[config.mk]
export PLATFORM = sky130hd
export DESIGN_NAME = shared_gpio_port
export DESIGN_NICKNAME = d
export VERILOG_FILES = /design/src/rtl/gpio_port_pkg.sv /design/src/rtl/gpio_ctrl_regs.sv /design/src/rtl/gpio_in_sync.sv /design/src/rtl/gpio_pin_mux.sv /design/src/rtl/shared_gpio_port.sv
export SDC_FILE = /design/constraint.sdc
export NUM_CORES = 1
export LEC_CHECK = 0
export BUFFER_PORTS_ARGS = -buffer_cell sky130_fd_sc_hd__buf_2
export CAP_MARGIN = 5
export CELL_PAD_IN_SITES_DETAIL_PLACEMENT = 2
export CELL_PAD_IN_SITES_GLOBAL_PLACEMENT = 2
export CORE_ASPECT_RATIO = 0.5
export CORE_MARGIN = 2
export CORE_UTILIZATION = 28
export CTS_BUF_LIST = sky130_fd_sc_hd__clkbuf_16
export CTS_CLUSTER_SIZE = 40
export DETAILED_ROUTE_END_ITERATION = 12
export HOLD_SLACK_MARGIN = 0.15
export PLACE_DENSITY = 0.8
export SLEW_MARGIN = 20
export SYNTH_ARGS = -nofsm -noshare
export SYNTH_HDL_FRONTEND = slang
export SYNTH_HIERARCHICAL = 1
export SYNTH_SLANG_ARGS = --single-unit
[constraint.sdc]
create_clock -name clk -period 2.6 [get_ports clk]
set_input_delay 0.13 -clock clk [delete_from_list [all_inputs] [get_ports clk]]
set_output_delay 0.13 -clock clk [all_outputs]
set_load 0.02 [all_outputs]
[src/rtl/gpio_port_pkg.sv]
package gpio_port_pkg;

    typedef enum logic [1:0] {
        SEL_DIR  = 2'd0,
        SEL_LAT  = 2'd1,
        SEL_PORT = 2'd2,
        SEL_NONE = 2'd3
    } reg_sel_e;

    // Drive decision for one pin
    typedef struct packed {
        logic data;
        logic en;
    } pin_drive_t;

    // Both the latch view and the port view write the output latch
    function automatic logic hits_latch(input logic [1:0] sel);
        return (sel == SEL_LAT) || (sel == SEL_PORT);
    endfunction

    function automatic logic hits_dir(input logic [1:0] sel);
        return sel == SEL_DIR;
    endfunction

endpackage

[src/rtl/gpio_ctrl_regs.sv]
module gpio_ctrl_regs
    import gpio_port_pkg::*;
#(
    parameter int              WIDTH     = 8,
    parameter logic [WIDTH-1:0] IMPL_MASK = '1
) (
    input  logic             clk,
    input  logic             rst,
    input  logic             wr,
    input  logic [1:0]       sel,
    input  logic [WIDTH-1:0] wdata,
    output logic [WIDTH-1:0] dir_q,
    output logic [WIDTH-1:0] lat_q
);

    logic [WIDTH-1:0] wdata_m;
    assign wdata_m = wdata & IMPL_MASK;

    always_ff @(posedge clk) begin
        if (rst) begin
            dir_q <= IMPL_MASK;
            lat_q <= '0;
        end else if (wr) begin
            if (hits_dir(sel))
                dir_q <= wdata_m;
            if (hits_latch(sel))
                lat_q <= wdata_m;
        end
    end

endmodule

[src/rtl/gpio_in_sync.sv]
module gpio_in_sync #(
    parameter int WIDTH  = 8,
    parameter int STAGES = 2
) (
    input  logic             clk,
    input  logic             rst,
    input  logic [WIDTH-1:0] d,
    output logic [WIDTH-1:0] q
);

    logic [WIDTH-1:0] stage [STAGES];

    genvar s;
    generate
        for (s = 0; s < STAGES; s++) begin : g_stage
            if (s == 0) begin : g_first
                always_ff @(posedge clk) begin
                    if (rst) stage[0] <= '0;
                    else     stage[0] <= d;
                end
            end else begin : g_next
                always_ff @(posedge clk) begin
                    if (rst) stage[s] <= '0;
                    else     stage[s] <= stage[s-1];
                end
            end
        end
    endgenerate

    assign q = stage[STAGES-1];

endmodule

[src/rtl/gpio_pin_mux.sv]
module gpio_pin_mux
    import gpio_port_pkg::*;
#(
    parameter int              WIDTH     = 8,
    parameter logic [WIDTH-1:0] IMPL_MASK = '1
) (
    input  logic             per_en,
    input  logic [WIDTH-1:0] per_oe,
    input  logic [WIDTH-1:0] per_out,
    input  logic [WIDTH-1:0] dir_q,
    input  logic [WIDTH-1:0] lat_q,
    output logic [WIDTH-1:0] pin_out,
    output logic [WIDTH-1:0] pin_oe
);

    genvar i;
    generate
        for (i = 0; i < WIDTH; i++) begin : g_bit
            if (IMPL_MASK[i]) begin : g_impl
                pin_drive_t drv;
                always_comb begin
                    if (per_en && per_oe[i]) begin
                        drv.data = per_out[i];
                        drv.en   = 1'b1;
                    end else begin
                        drv.data = lat_q[i];
                        drv.en   = ~dir_q[i];
                    end
                end
                assign pin_out[i] = drv.data;
                assign pin_oe[i]  = drv.en;
            end else begin : g_absent
                assign pin_out[i] = 1'b0;
                assign pin_oe[i]  = 1'b0;
            end
        end
    endgenerate

endmodule

[src/rtl/shared_gpio_port.sv]
module shared_gpio_port
    import gpio_port_pkg::*;
#(
    parameter int              WIDTH     = 8,
    parameter logic [WIDTH-1:0] IMPL_MASK = {1'b0, {(WIDTH-1){1'b1}}},
    parameter int              SYNC_LEN  = 2
) (
    input  logic             clk,
    input  logic             rst,
    input  logic             bus_wr,
    input  logic [1:0]       bus_sel,
    input  logic [WIDTH-1:0] bus_wdata,
    output logic [WIDTH-1:0] bus_rdata,
    input  logic             per_en,
    input  logic [WIDTH-1:0] per_oe,
    input  logic [WIDTH-1:0] per_out,
    output logic [WIDTH-1:0] per_in,
    input  logic [WIDTH-1:0] pin_in,
    output logic [WIDTH-1:0] pin_out,
    output logic [WIDTH-1:0] pin_oe
);

    logic [WIDTH-1:0] dir_q;
    logic [WIDTH-1:0] lat_q;
    logic [WIDTH-1:0] pin_sync;

    gpio_ctrl_regs #(.WIDTH(WIDTH), .IMPL_MASK(IMPL_MASK)) u_regs (
        .clk   (clk),
        .rst   (rst),
        .wr    (bus_wr),
        .sel   (bus_sel),
        .wdata (bus_wdata),
        .dir_q (dir_q),
        .lat_q (lat_q)
    );

    gpio_in_sync #(.WIDTH(WIDTH), .STAGES(SYNC_LEN)) u_sync (
        .clk (clk),
        .rst (rst),
        .d   (pin_in),
        .q   (pin_sync)
    );

    gpio_pin_mux #(.WIDTH(WIDTH), .IMPL_MASK(IMPL_MASK)) u_mux (
        .per_en  (per_en),
        .per_oe  (per_oe),
        .per_out (per_out),
        .dir_q   (dir_q),
        .lat_q   (lat_q),
        .pin_out (pin_out),
        .pin_oe  (pin_oe)
    );

    // The peripheral sees the pin, never the latch
    assign per_in = pin_sync & IMPL_MASK;

    always_comb begin
        unique case (bus_sel)
            SEL_DIR:  bus_rdata = dir_q;
            SEL_LAT:  bus_rdata = lat_q;
            SEL_PORT: bus_rdata = pin_sync & IMPL_MASK;
            default:  bus_rdata = '0;
        endcase
    end

endmodule

* Word level (Yosys, flattened, before mapping)
Memory sizes are Yosys's and may differ from the RTL's.
Cells that the tools add are included.
** Storage, ports and cells
- Register bits :: 14
- Bits in writable memories :: 16
- Input port bits :: 38
- Output and inout port bits :: 32
- Memories kept :: 1
** Cells by class
- Eq/ne operators :: 2
- Multiplexer cells :: 13
- Bitwise operators :: 9
- Reduce and logical (&&, ||, !) cells :: 11
** Memories
- u_sync.stage :: words 2, width 8, read ports 2, clocked after memory_dff 0, wr ports 2, line gpio_in_sync.sv:11 : logic [WIDTH-1:0] stage [STAGES];
** Operators by type and width (number)
- 7-bit one-hot mux with 3 select lines :: 1
- 8-bit 2-to-1 mux :: 2
- 2-bit 2-to-1 mux :: 7
- 1-bit logical AND :: 7
- 1-bit inverter :: 7
- 2-bit AND reduction :: 2
- 1-bit 2-to-1 mux :: 3
- 2-bit by 1-bit equality test with 1-bit output (second input constant) :: 1
- 2-bit equality test (second input constant) :: 1
- 2-bit zero test :: 1
- 1-bit OR :: 2
- 1-bit logical OR :: 1

* Logic depth before layout (Yosys ltp)
- Depth in word-level cells :: 3
- Depth in mapped cells :: 5
- Gate-level depth less buffers :: 4

* Cells and area by module
Netlist, hierarchy kept.
** Modules (own cells, without submodules)
- gpio_ctrl_regs :: times used 1, cells each 60, area each 600.6 um^2, sequential area each 280.3 um^2
- gpio_in_sync :: times used 1, cells each 33, area each 464.2 um^2, sequential area each 320.3 um^2
- shared_gpio_port :: times used 1, cells each 22, area each 222.7 um^2, sequential area each 0.0 um^2
- gpio_pin_mux :: times used 1, cells each 24, area each 176.4 um^2, sequential area each 0.0 um^2

* Worst setup path after synthesis
OpenSTA, ideal clock, no wires.
- Kind :: input-to-reg
- Start :: input bus_sel[0]
- End :: register u_regs.lat_q[4]
- Setup time :: 70 ps
- Arrival :: 956 ps
- Setup slack :: 1573 ps
- Stages on the path :: 5
- Buffers on the path :: 1
- Cell sequence :: inv_1 -> ha_1 -> buf_2 -> a21bo_2 -> a21oi_1
** On the way
- Word-level cells in the longest chain between the ends :: 3
** RTL lines
- start: declaration :: line shared_gpio_port.sv:11 : input logic [1:0] bus_sel,
- 2-bit by 1-bit equality test with 1-bit output or 2-bit equality test (tied branches) :: line gpio_port_pkg.sv:18 : return (sel == SEL_LAT) || (sel == SEL_PORT);
- 1-bit logical OR (*) :: line gpio_port_pkg.sv:18
- 2-bit AND reduction (no line) (*)
- end signal: assignment :: line gpio_ctrl_regs.sv:27 : lat_q <= wdata_m;
- end: declaration :: line gpio_ctrl_regs.sv:13 : output logic [WIDTH-1:0] lat_q
Every way passes the cells marked *; elsewhere a longest branch is shown, timed or not.
A chain may end at the register's enable or synchronous reset.

* Worst setup path in the final report
- Start :: input bus_sel[1]
- End :: register u_regs.lat_q[1]
Same word-level chain as after synthesis.

==> results_dict.tcl <==
set metrics [dict create \
    rows 18 \
    grt_max_degree 29 \
    routedWlPerCell_um 15.9 \
    syn_avg_cell_area_sq_um 10.4 \
    die_w_um 104 \
    via_per_inst 4.54 \
    p_leak_nw 0.968 \
    end_kind "flop" \
    crit_start "bus_sel[1]" \
    initial_core_util_pct 28.8 \
    max_stage_delay_ps 620 \
    maxCapViolCount 0 \
    dpl_worst_slack_ps 1030 \
    n_antenna_cell 0 \
    cp_max_fo 14 \
    critPathKind "in2reg" \
    worst_ep_required_time_ps 2720 \
    hp-class "in2reg" \
    hp-start "bus_wdata[1]" \
    crit_family "adder cells" \
    worstMarginPinSlew_ps 578 \
    fin_nets 241 \
    clk_path_buf_depth 2 \
    synth_area_sq_mm 0.00141 \
    mostFrequentLayoutCells "61 x buf_2, 28 x dfxtp_1, 14 x nand2_1" \
    status "finished, final reports clean" \
    power_density_mw_per_mm2 551 \
    skew_ps 0.832 \
    rsz0062_at_grt "false" \
    post_cts_resized 0 \
    first_pass_iters 4 \
    yosys_warnings 6 \
    setup_tns_ps 0 \
    instances_no_fill 271 \
    slew_viol_final 0 \
    grt_pass1_vias 1282 \
    dieArea_sq_mm 0.00564 \
    setup_violations 0 \
    root_buffer "clkbuf_16" \
    drive_gt1_share_pct 46.8 \
    drcViolationCount 0 \
    fillers 564 \
    ios 70 \
    grt_pass1_wl_um 6660 \
    synth_cells 135 \
    cts_setup_buffers 0 \
    htreeDepth 1 \
    fmax_mhz 768 \
    cts_tree "built" \
    numPortBuffers 61 \
    dp_hpwl_um 3040 \
    peakVddDrop_mv 0.301 \
    holdBufCountCts 12 \
    cp-start-kind "input pin" \
    design.core.area_sq_mm 0.00489 \
    min_path_cells 3 \
    areaGrowthSynthToFinish_pct 35.0 \
    period_minus_slack_ps 1300 \
    reg2reg_depth 2 \
    slowest_stage "ha_1" \
    layout_commonest_cell "buf_2" \
    post-route-period-util_pct 50.1 \
    drtIter0Drc 28 \
    clock_sinks 28 \
    drt_wl_total_um 4300 \
    path_clk_slew_ps 70 \
    postRouteAntennaNets 0 \
    relSlewSlack_pct 61.5 \
    reg2reg_slack_ps 1770 \
    chipHeight_um 54.1 \
    antenna_found_initial 0 \
    timing.rr.end "u_regs/lat_q[1]" \
    reg2reg_from "u_regs/lat_q[1]" \
    finalPower_mw 1.05 \
    track_usage_pct 15.3 \
    worstPathArrival_ps 1420 \
    insertion_delay_ps 260 \
    holdPathEnd "u_regs/lat_q[1]" \
    hold_viol_final 0 \
    place_congestion 0.722 \
    vias 1230 \
    dp_cells 255 \
    cp_num_buf_inv 2 \
    numCtsBuffers 3 \
    grt_overflow_total 0 \
    setup_ws_ps 1300 \
    path_cells "buf_2 > inv_1 > ha_1 > a21bo_2 > a21oi_1" \
]
[stage by stage]
stage                     area (sq um)  hold slack, ps  util [%]
after CTS                         1900             152      38.8
after global placement            1700             347      34.8
after detailed placement          1700             347      34.8
after global routing              1900             165      38.8
after floorplan                   1410             224         -
final                             1900             164      38.8
[cell type report]
class	count	area (sq um)	share of cell area, %
Clock inverter	1	3.75	0.198
Tap cell	70	87.6	4.61
Timing Repair Buffer	73	425	22.4
Multi-Input combinational cell	94	738	38.9
Inverter	2	7.51	0.396
Clock buffer	3	75.1	3.96
Sequential cell	28	561	29.5
[tightest hold or removal path, stage by stage]
cell	delay [ps]
buf_2	120
nand3_1	70
a21oi_1	60
[how the worst max path moves through the flow]
stage / to / cells past startpoint / slack (ps)
4_1_cts: u_regs/lat_q[1] / 5 / 1300
6_report: u_regs/lat_q[1] / 5 / 1300
3_5_place_dp: u_regs/lat_q[4] / 5 / 1030
2_1_floorplan: u_regs/lat_q[4] / 5 / 1570
5_1_grt: u_regs/lat_q[5] / 5 / 1210
3_3_place_gp: u_regs/lat_q[6] / 5 / 1100
[power by group]
group          switching [mW]  internal, mW
clock network           0.144         0.206
registers              0.0142         0.451
logic                   0.129         0.102
[registers in the layout, indices dropped and copies added, names as in the netlist]
| register | cells |
|---|---|
| u_regs/dir_q | 7 |
| u_regs/lat_q | 7 |
| u_sync/stage | 14 |
[routing by layer]
metal  part of all wire, %  GRT usage, %
met5                     0             0
met4                  0.44          1.35
met3                   2.2          2.42
met2                    53          30.7
met1                    44          18.4
No activity file was read; power rests on OpenSTA's default activity.
